File: src/rtl/cmp_pred_pkg.sv
package cmp_pred_pkg;

    typedef enum logic [1:0] {
        RC_NONE      = 2'd0,
        RC_AVOIDED   = 2'd1,
        RC_AVOIDABLE = 2'd2,
        RC_PENALTY   = 2'd3
    } ref_class_e;

    typedef enum logic {
        UPD_IDLE  = 1'b0,
        UPD_APPLY = 1'b1
    } upd_state_e;

endpackage

File: src/rtl/cmp_ref_classifier.sv
module cmp_ref_classifier
    import cmp_pred_pkg::*;
#(
    parameter int ASSOC       = 8,
    parameter int UNCOMP_WAYS = 4,
    parameter int DEPTH_W     = $clog2(ASSOC)
) (
    input  logic               hit,
    input  logic [DEPTH_W-1:0] depth,
    input  logic               line_compressed,
    input  logic               fits_compressed,
    output ref_class_e         ref_class
);
    localparam logic [DEPTH_W-1:0] FIRST_DEEP = DEPTH_W'(UNCOMP_WAYS);

    always_comb begin
        ref_class = RC_NONE;
        if (hit) begin
            if (depth >= FIRST_DEEP) begin
                // only a compressed set could keep a line this deep
                ref_class = RC_AVOIDED;
            end else if (line_compressed) begin
                // would have hit anyway; the decompression was wasted
                ref_class = RC_PENALTY;
            end
        end else if (fits_compressed) begin
            ref_class = RC_AVOIDABLE;
        end
    end
endmodule

File: src/rtl/cmp_upd_ctrl.sv
module cmp_upd_ctrl
    import cmp_pred_pkg::*;
#(
    parameter int WGT_W = 12
) (
    input  logic             clk,
    input  logic             rst,
    input  logic             ref_valid,
    input  ref_class_e       ref_class,
    input  logic [WGT_W-1:0] miss_weight,
    input  logic [WGT_W-1:0] decomp_weight,
    output logic             apply_en,
    output logic             apply_up,
    output logic [WGT_W-1:0] apply_mag
);
    upd_state_e       state_q, state_nx;
    ref_class_e       stage_class_q;
    logic [WGT_W-1:0] stage_mag_q;
    logic             take;

    assign take = ref_valid && (ref_class != RC_NONE);

    always_ff @(posedge clk) begin
        if (rst) begin
            state_q <= UPD_IDLE;
        end else begin
            state_q <= state_nx;
        end
    end

    always_comb begin
        state_nx = state_q;
        unique case (state_q)
            UPD_IDLE:  state_nx = take ? UPD_APPLY : UPD_IDLE;
            UPD_APPLY: state_nx = take ? UPD_APPLY : UPD_IDLE;
            default:   state_nx = UPD_IDLE;
        endcase
    end

    always_ff @(posedge clk) begin
        if (rst) begin
            stage_class_q <= RC_NONE;
            stage_mag_q   <= '0;
        end else if (take) begin
            stage_class_q <= ref_class;
            stage_mag_q   <= (ref_class == RC_PENALTY) ? decomp_weight : miss_weight;
        end
    end

    always_comb begin
        apply_en  = 1'b0;
        apply_up  = 1'b0;
        apply_mag = '0;
        unique case (state_q)
            UPD_IDLE: begin
                apply_en = 1'b0;
            end
            UPD_APPLY: begin
                apply_en  = 1'b1;
                apply_up  = (stage_class_q != RC_PENALTY);
                apply_mag = stage_mag_q;
            end
            default: begin
                apply_en = 1'b0;
            end
        endcase
    end
endmodule

File: src/rtl/cmp_sat_counter.sv
module cmp_sat_counter #(
    parameter int CNT_W = 19,
    parameter int WGT_W = 12
) (
    input  logic             clk,
    input  logic             rst,
    input  logic             apply_en,
    input  logic             apply_up,
    input  logic [WGT_W-1:0] apply_mag,
    output logic [CNT_W-1:0] cnt
);
    localparam int EXT_W = CNT_W + 2;
    localparam logic signed [EXT_W-1:0] MAX_V = {3'b000, {(CNT_W-1){1'b1}}};
    localparam logic signed [EXT_W-1:0] MIN_V = {3'b111, {(CNT_W-1){1'b0}}};

    logic signed [EXT_W-1:0] cur_ext, mag_ext, sum_ext;
    logic        [CNT_W-1:0] cnt_nx;

    assign cur_ext = {{2{cnt[CNT_W-1]}}, cnt};
    assign mag_ext = {{(EXT_W-WGT_W){1'b0}}, apply_mag};
    assign sum_ext = apply_up ? (cur_ext + mag_ext) : (cur_ext - mag_ext);

    always_comb begin
        if (sum_ext > MAX_V) begin
            cnt_nx = MAX_V[CNT_W-1:0];
        end else if (sum_ext < MIN_V) begin
            cnt_nx = MIN_V[CNT_W-1:0];
        end else begin
            cnt_nx = sum_ext[CNT_W-1:0];
        end
    end

    always_ff @(posedge clk) begin
        if (rst) begin
            cnt <= '0;
        end else if (apply_en) begin
            cnt <= cnt_nx;
        end
    end
endmodule

File: src/rtl/cmp_alloc_predictor.sv
module cmp_alloc_predictor
    import cmp_pred_pkg::*;
#(
    parameter int ASSOC       = 8,
    parameter int UNCOMP_WAYS = 4,
    parameter int CNT_W       = 19,
    parameter int WGT_W       = 12,
    parameter int DEPTH_W     = $clog2(ASSOC)
) (
    input  logic               clk,
    input  logic               rst,
    input  logic               ref_valid,
    input  logic               ref_hit,
    input  logic [DEPTH_W-1:0] ref_depth,
    input  logic               ref_line_compressed,
    input  logic               ref_fits_compressed,
    input  logic [WGT_W-1:0]   miss_weight,
    input  logic [WGT_W-1:0]   decomp_weight,
    output logic               alloc_compressed,
    output logic [CNT_W-1:0]   pred_counter
);
    ref_class_e       ref_class;
    logic             apply_en, apply_up;
    logic [WGT_W-1:0] apply_mag;
    logic [CNT_W-1:0] cnt;

    cmp_ref_classifier #(
        .ASSOC(ASSOC), .UNCOMP_WAYS(UNCOMP_WAYS), .DEPTH_W(DEPTH_W)
    ) u_cls (
        .hit(ref_hit), .depth(ref_depth),
        .line_compressed(ref_line_compressed),
        .fits_compressed(ref_fits_compressed),
        .ref_class(ref_class)
    );

    cmp_upd_ctrl #(.WGT_W(WGT_W)) u_ctrl (
        .clk(clk), .rst(rst), .ref_valid(ref_valid), .ref_class(ref_class),
        .miss_weight(miss_weight), .decomp_weight(decomp_weight),
        .apply_en(apply_en), .apply_up(apply_up), .apply_mag(apply_mag)
    );

    cmp_sat_counter #(.CNT_W(CNT_W), .WGT_W(WGT_W)) u_cnt (
        .clk(clk), .rst(rst), .apply_en(apply_en), .apply_up(apply_up),
        .apply_mag(apply_mag), .cnt(cnt)
    );

    assign pred_counter     = cnt;
    assign alloc_compressed = ~cnt[CNT_W-1];
endmodule

File: config.mk
export PLATFORM = sky130hd
export DESIGN_NAME = cmp_alloc_predictor
export DESIGN_NICKNAME = d
export VERILOG_FILES = /design/src/rtl/cmp_pred_pkg.sv /design/src/rtl/cmp_ref_classifier.sv /design/src/rtl/cmp_upd_ctrl.sv /design/src/rtl/cmp_sat_counter.sv /design/src/rtl/cmp_alloc_predictor.sv
export SDC_FILE = /design/constraint.sdc
export NUM_CORES = 1
export LEC_CHECK = 0
export BUFFER_PORTS_ARGS = -buffer_cell sky130_fd_sc_hd__buf_4
export CAP_MARGIN = 10
export CORE_UTILIZATION = 61
export DETAILED_ROUTE_END_ITERATION = 7
export PLACE_DENSITY = 0.86
export RECOVER_POWER = 25
export SYNTH_ARGS = -nofsm -noshare
export SYNTH_HDL_FRONTEND = slang
export SYNTH_SLANG_ARGS = --single-unit
export TNS_END_PERCENT = 30
File: constraint.sdc
create_clock -name clk -period 6.52 [get_ports clk]
set_input_delay 1.304 -clock clk [delete_from_list [all_inputs] [get_ports clk]]
set_output_delay 1.304 -clock clk [all_outputs]
set_load 0.1 [all_outputs]
---- Word level (Yosys, flattened, before mapping) ----
Cells that the tools add are included.
Widths: inputs -> output; s select.
storage, ports and cells
  register bits ........................... 34
  input bits .............................. 33
  output and inout port bits .............. 20
  logic and storage cells ................. 27
operators by class
  $add $sub $neg .......................... 2
  magnitude comparators ................... 3
  equal/unequal tests ..................... 2
  muxes and demuxes ....................... 12
  bitwise logic cells ..................... 2
  reduce and logical (&&, ||, !) cells .... 2
operators by type and width
  cell                  count
  $mux 19               2
  $mux 12               2
  $gt 21x19->1 const B  1
  $lt 21x19->1 const B  1
  $mux 21               1
  $add 19x13->20        1
  $sub 19x13->20        1
  $mux 2                4
  $ge 3x3->1 const B    1
  $eq 2x2->1 const B    1
  $mux 1                2
  $ne 2x2->1 const B    1
  $not 1->1             2
  $pmux 1 s2            1
  $reduce_bool 2->1     1
  $logic_and 1x1->1     1

---- Logic depth before layout (Yosys ltp) ----
  word-level depth ........................ 6
  gate-level depth with buffers ........... 20
  mapped depth without buffers ............ 17

---- Cells and area by module ----
A second synthesis with hierarchy kept.
second synthesis, totals
  cells, all modules ...................... 353
  area, all modules ....................... 2970.3 sq um
by module, submodules not included
  module               instances  cells an instance  area an instance (sq um)  seq. area each (sq um)
  cmp_sat_counter      1          255                2178.3                    380.4
  cmp_upd_ctrl         1          93                 764.5                     300.3
  cmp_ref_classifier   1          4                  23.8                      0.0
  cmp_alloc_predictor  1          1                  3.8                       0.0

---- Least setup slack after synthesis ----
OpenSTA, ideal clock, no wires.
  path kind ............................... flip-flop to flip-flop
  start point ............................. register u_ctrl.state_q
  end point ............................... register u_cnt.cnt[1]
  library setup time ...................... 91 ps
  data arrival time ....................... 4033 ps
  data required time ...................... 6429 ps
  path slack .............................. 2396 ps
  stages on the path, launching flop included .. 21
  path buffers ............................ 3
  period minus slack after synthesis ...... 4124 ps
  cell sequence ........................... dfxtp_1 -> clkbuf_1 -> clkbuf_1 -> nand2_1 -> ha_1 -> and2_1 -> nand3b_1 -> nand3_1 -> o21ai_0 -> a21oi_1 -> ha_1 -> nand2_1 -> o21ai_0 -> or3_1 -> o22ai_1 -> o21ai_1 -> a221o_1 -> xnor2_1 -> clkbuf_1 -> o21ai_0 -> a311oi_1
on the way
  cells in the longest elaborated chain, start to end .. 6
  elaborated cells between the ends (all ways) .. 11
  classes of those cells .................. add/sub (2); order compare (2); mux (6); bitwise (1)
ends and longest elaborated chain
  what                                              RTL line               source
  start, declared                                   cmp_upd_ctrl.sv:16     upd_state_e state_q, state_nx;
  start signal, assigned                            cmp_upd_ctrl.sv:27     state_q <= state_nx;
  $mux 12                                           cmp_upd_ctrl.sv:54     unique case (state_q)
  $sub 19x13->20 or $add 19x13->20 (tied branches)  cmp_sat_counter.sv:21  assign sum_ext = apply_up ? (cur_ext + mag_ext) : (cur_ext - mag_ext);
  $mux 21                                           cmp_sat_counter.sv:21
  $lt 21x19->1                                      cmp_sat_counter.sv:26  end else if (sum_ext < MIN_V) begin
  $mux 19                                           cmp_sat_counter.sv:26
  $mux 19                                           cmp_sat_counter.sv:24  if (sum_ext > MAX_V) begin
  end signal, assigned                              cmp_sat_counter.sv:37  cnt <= cnt_nx;
  end, declared                                     cmp_sat_counter.sv:10  output logic [CNT_W-1:0] cnt
Several ways; a longest one is shown, not always the timed one.
A chain may end at the register's enable or synchronous reset.

---- Worst setup path in the final report ----
  start point ............................. register u_ctrl.stage_mag_q[2]
  end point ............................... register u_cnt.cnt[14]
on the way
  cells in the longest elaborated chain, start to end .. 6
  elaborated cells between the ends (all ways) .. 8
  classes of those cells .................. add/sub (2); order compare (2); mux (4)
ends and longest elaborated chain
  what                                              RTL line               source
  start, declared                                   cmp_upd_ctrl.sv:18     logic [WGT_W-1:0] stage_mag_q;
  start signal, assigned                            cmp_upd_ctrl.sv:46     stage_mag_q <= (ref_class == RC_PENALTY) ? decomp_weight : miss_weight;
  $mux 12 *                                         cmp_upd_ctrl.sv:54
  $sub 19x13->20 or $add 19x13->20 (tied branches)  cmp_sat_counter.sv:21
  $mux 21 *                                         cmp_sat_counter.sv:21
  $lt 21x19->1                                      cmp_sat_counter.sv:26
  $mux 19                                           cmp_sat_counter.sv:26
  $mux 19 *                                         cmp_sat_counter.sv:24
Mark *: on every way between the ends. The rest lies on a longest branch, timed or not.

==> results.md <==
* DIE WIDTH at just over 70 µm
* Via count at 2,998
* Post-CTS Hold Fix Bufs at 0
* Final setup vio count at 0
* Crit-path slowest cell: xnor2_1
* Mapped Area at 2980 µm²
* Wirelength per Cell at ~14 µm
* Main combinational cell family by area after synthesis: compound AO/OA/AOI/OAI gates
* CP Max Fanout at 15
* First-pass GRT wire length at between 10,000 and 15,000 µm
* Yosys reg bits at 34
* Final worst path period need at roughly 5.2 ns
* Largest net degree at the start of global routing at 36
* CP Data Arrival Time at around 5.4 ns
* Vias in the first global route at approximately 2,600
* Top Ports at 53
* Cell leakage power at ~1.5 nW
* First-iteration detailed-routing DRC count at 251
* Syn nets at 446
* Synth Area in Simple Gates at about a fifth
* Routed WL at roughly 7200 µm
* Sequential share of the synthesized area at 22.8%
* Synth area leaders: dfxtp_1 (23%), ha_1 (8.4%), nor2_1 (6.5%), nand2_1 (4.8%), a211oi_1 (4.5%)
* H-tree depth at 2
* Yosys warns at 0
* Unrepaired setup endpoints after global routing: false
* Cell Rows at 25
* Synth area leader: dfxtp_1
* Mapped Cells at between 300 and 400
* Tcrit/Tclk final at 80.3%
* Post-CTS Setup Inserts at 0
* Post-detail-place hpwl at roughly 5400 µm
* Compound-Gate Fraction of Synth Area at 31.1%
* Worst path max stage delay at approximately 0.90 ns
* Drt first pass iters at 4
* Post-synth top cells: nor2_1 (52), nand2_1 (38), dfxtp_1 (34)
* Overall power at between 0.6 and 0.7 mW
* Post-synth top flop: dfxtp_1
* Ratio of cells with drive above 1 in the final layout at roughly 14%
* Crit path top cell by count: or3_1
* Synth Area in XOR/XNOR at approximately 8%
* Total core area at 4720 µm²
* Maximum clock frequency at 191 MHz
* Reg clk slew, reported paths at around 0.070 ns
* CTS Root Cell: clkbuf_8
* Die area at ~5200 µm²
* Final non-filler cell area at 3440 µm²
* Area share of the largest cell type after synthesis at between 20 and 25%
* Crit path launch type: flop
* Status: completed
* Final slew viol count at 0
* Critical path type: reg2reg
* Critical path capture point type: flop
* TritonCTS Buffers at 5
* Tightest Pin Transition at 1.17 ns
* Max-Slew Margin vs Limit at around 22%
* Vias/cell at 6.01
* Tightest Hold Check Type: reg2reg
* TNS Setup at 0 ns
* Initial Util at a little over three fifths
* Top-count cell post-synth: nor2_1
* Adder-cell area share of the yosys netlist at around 10%
* Placed cell areas at ~3400 µm²
* Max-cap violations at 0
* Initial antenna violation count at 0
* Synth async-reset ratio at 0%
* Layout area overhead at 15.2%
* Resize count post-CTS at 0
* Syn Area/Cell at about 7.6 µm²
* Clk sink count at 34
* Detail Route Antenna Nets at 0
* Final Skew at 0.00467 ns
* Number of flops mapped to enable cells by yosys at 0
* ANT cells at 0
* Pwr dens at roughly 190 nW/µm²
* CTS Buffer Depth at 2
* CTS tree: built
* Nets at 485
* Die height at ~70 µm
* CP required at 6.73 ns
* Worst path cell trace: or3_1 -> or3_1 -> o21a_1 -> xor2_1 -> and2_1 -> ha_1 -> a21oi_1 -> o21ai_0 -> or3_1 -> o22ai_1 -> o21ai_1 -> a221o_1 -> xnor2_1 -> o21ai_0 -> a311oi_1
* WHS at around 0.5 ns
* VDD IR-drop max at approximately 150 µV
* Mux cell area share after synthesis at 4.74%
* Routability Congestion at 0.937
* Yosys cell types at between 50 and 60
* Residual DRC at 0
* Fillers at 380
* Clock Latency Late Sink at approximately 0.29 ns
* Port bufs at 50
* Final hold violation count at 0
* Gr ovfl total at 0
* Total global-route track usage at about 29%
layer usage:
| layer | GRT usage [%] | up-vias | share of wire [%] |
|---|---|---|---|
| li1 | - | 1514 | - |
| met1 | 34.5 | 1371 | 45 |
| met2 | 50.1 | 98 | 48 |
| met3 | 6.94 | 15 | 5.5 |
| met4 | 10.7 | 0 | 2.2 |
| met5 | 0 | - | 0 |
area by class of cell:
type                            instances  area, µm²  share of cell area (%)
Inverter                                8       30.0                   0.874
Sequential cell                        34        681                    19.8
Tap cell                               67       83.8                    2.44
Clock buffer                            7       76.3                    2.22
Timing Repair Buffer                   52        342                    9.94
Clock inverter                          1       30.0                   0.874
Multi-Input combinational cell        330       2190                    63.9
state kept, by name (all words and copies together), names as in the netlist:
register              count
u_ctrl.state_q            1
u_ctrl.stage_mag_q       12
u_ctrl.stage_class_q      2
u_cnt.cnt                19
cells in the final DEF, fill, tap and decap left out, drive strengths merged, types with 6 or more instances in the layout:
cell type / count
ha: 20
nor3: 11
nand2: 38
a311oi: 6
a31oi: 10
and2: 8
xor2: 10
a21boi: 7
a21o: 14
a211oi: 18
clkbuf: 20
o21ai: 32
a21oi: 23
buf: 39
mux2i: 13
inv: 8
nor2: 52
xnor2: 14
dfxtp: 34
worst paths after layout:
| check | from | end | slack (ns) | cells past startpoint |
|---|---|---|---|---|
| worst min register to register | u_cnt.cnt[17] | u_cnt.cnt[17] | 0.50 | 2 |
| worst max register to register | u_ctrl.stage_mag_q[2] | u_cnt.cnt[14] | 1.29 | 15 |
| worst max-delay path | u_ctrl.stage_mag_q[2] | u_cnt.cnt[14] | 1.29 | 15 |
| worst min-delay path | u_cnt.cnt[17] | u_cnt.cnt[17] | 0.50 | 2 |
through the flow:
stage / std cells / setup slack (ns) / utilization, %
after global routing: 499 / 0.904 / 72.8
after detailed placement: 491 / 1.41 / 71.5
after global placement: 491 / 1.51 / 71.5
after CTS: 499 / 1.37 / 73.8
final: 499 / 1.29 / 72.8
after floorplan: 392 / 2.40 / -
cell families (layout without fill, tap and decap cells):
family	count (synthesis)	count (layout)
AOI/OAI and AO/OA	138	138
xor gates and xnor gates	24	24
adders and majority gates	23	23
buffers and inverters	28	68
DFF	34	34
muxes	14	14
and+or+nand+nor	131	131
worst max-delay path, delay by kind of cell, from the launching register on:
| family | cells | cell delay, ns |
|---|---|---|
| simple gates | 4 | 1.32 |
| xor+xnor | 2 | 1.03 |
| flops | 1 | 0.36 |
| compound gates | 8 | 2.09 |
| fa+ha+maj | 1 | 0.34 |
power by group:
group	switching, mW	internal [mW]
clock	0.0809	0.114
sequential	0.0180	0.223
combinational	0.153	0.0784
No activity file was read; power rests on OpenSTA's default activity.
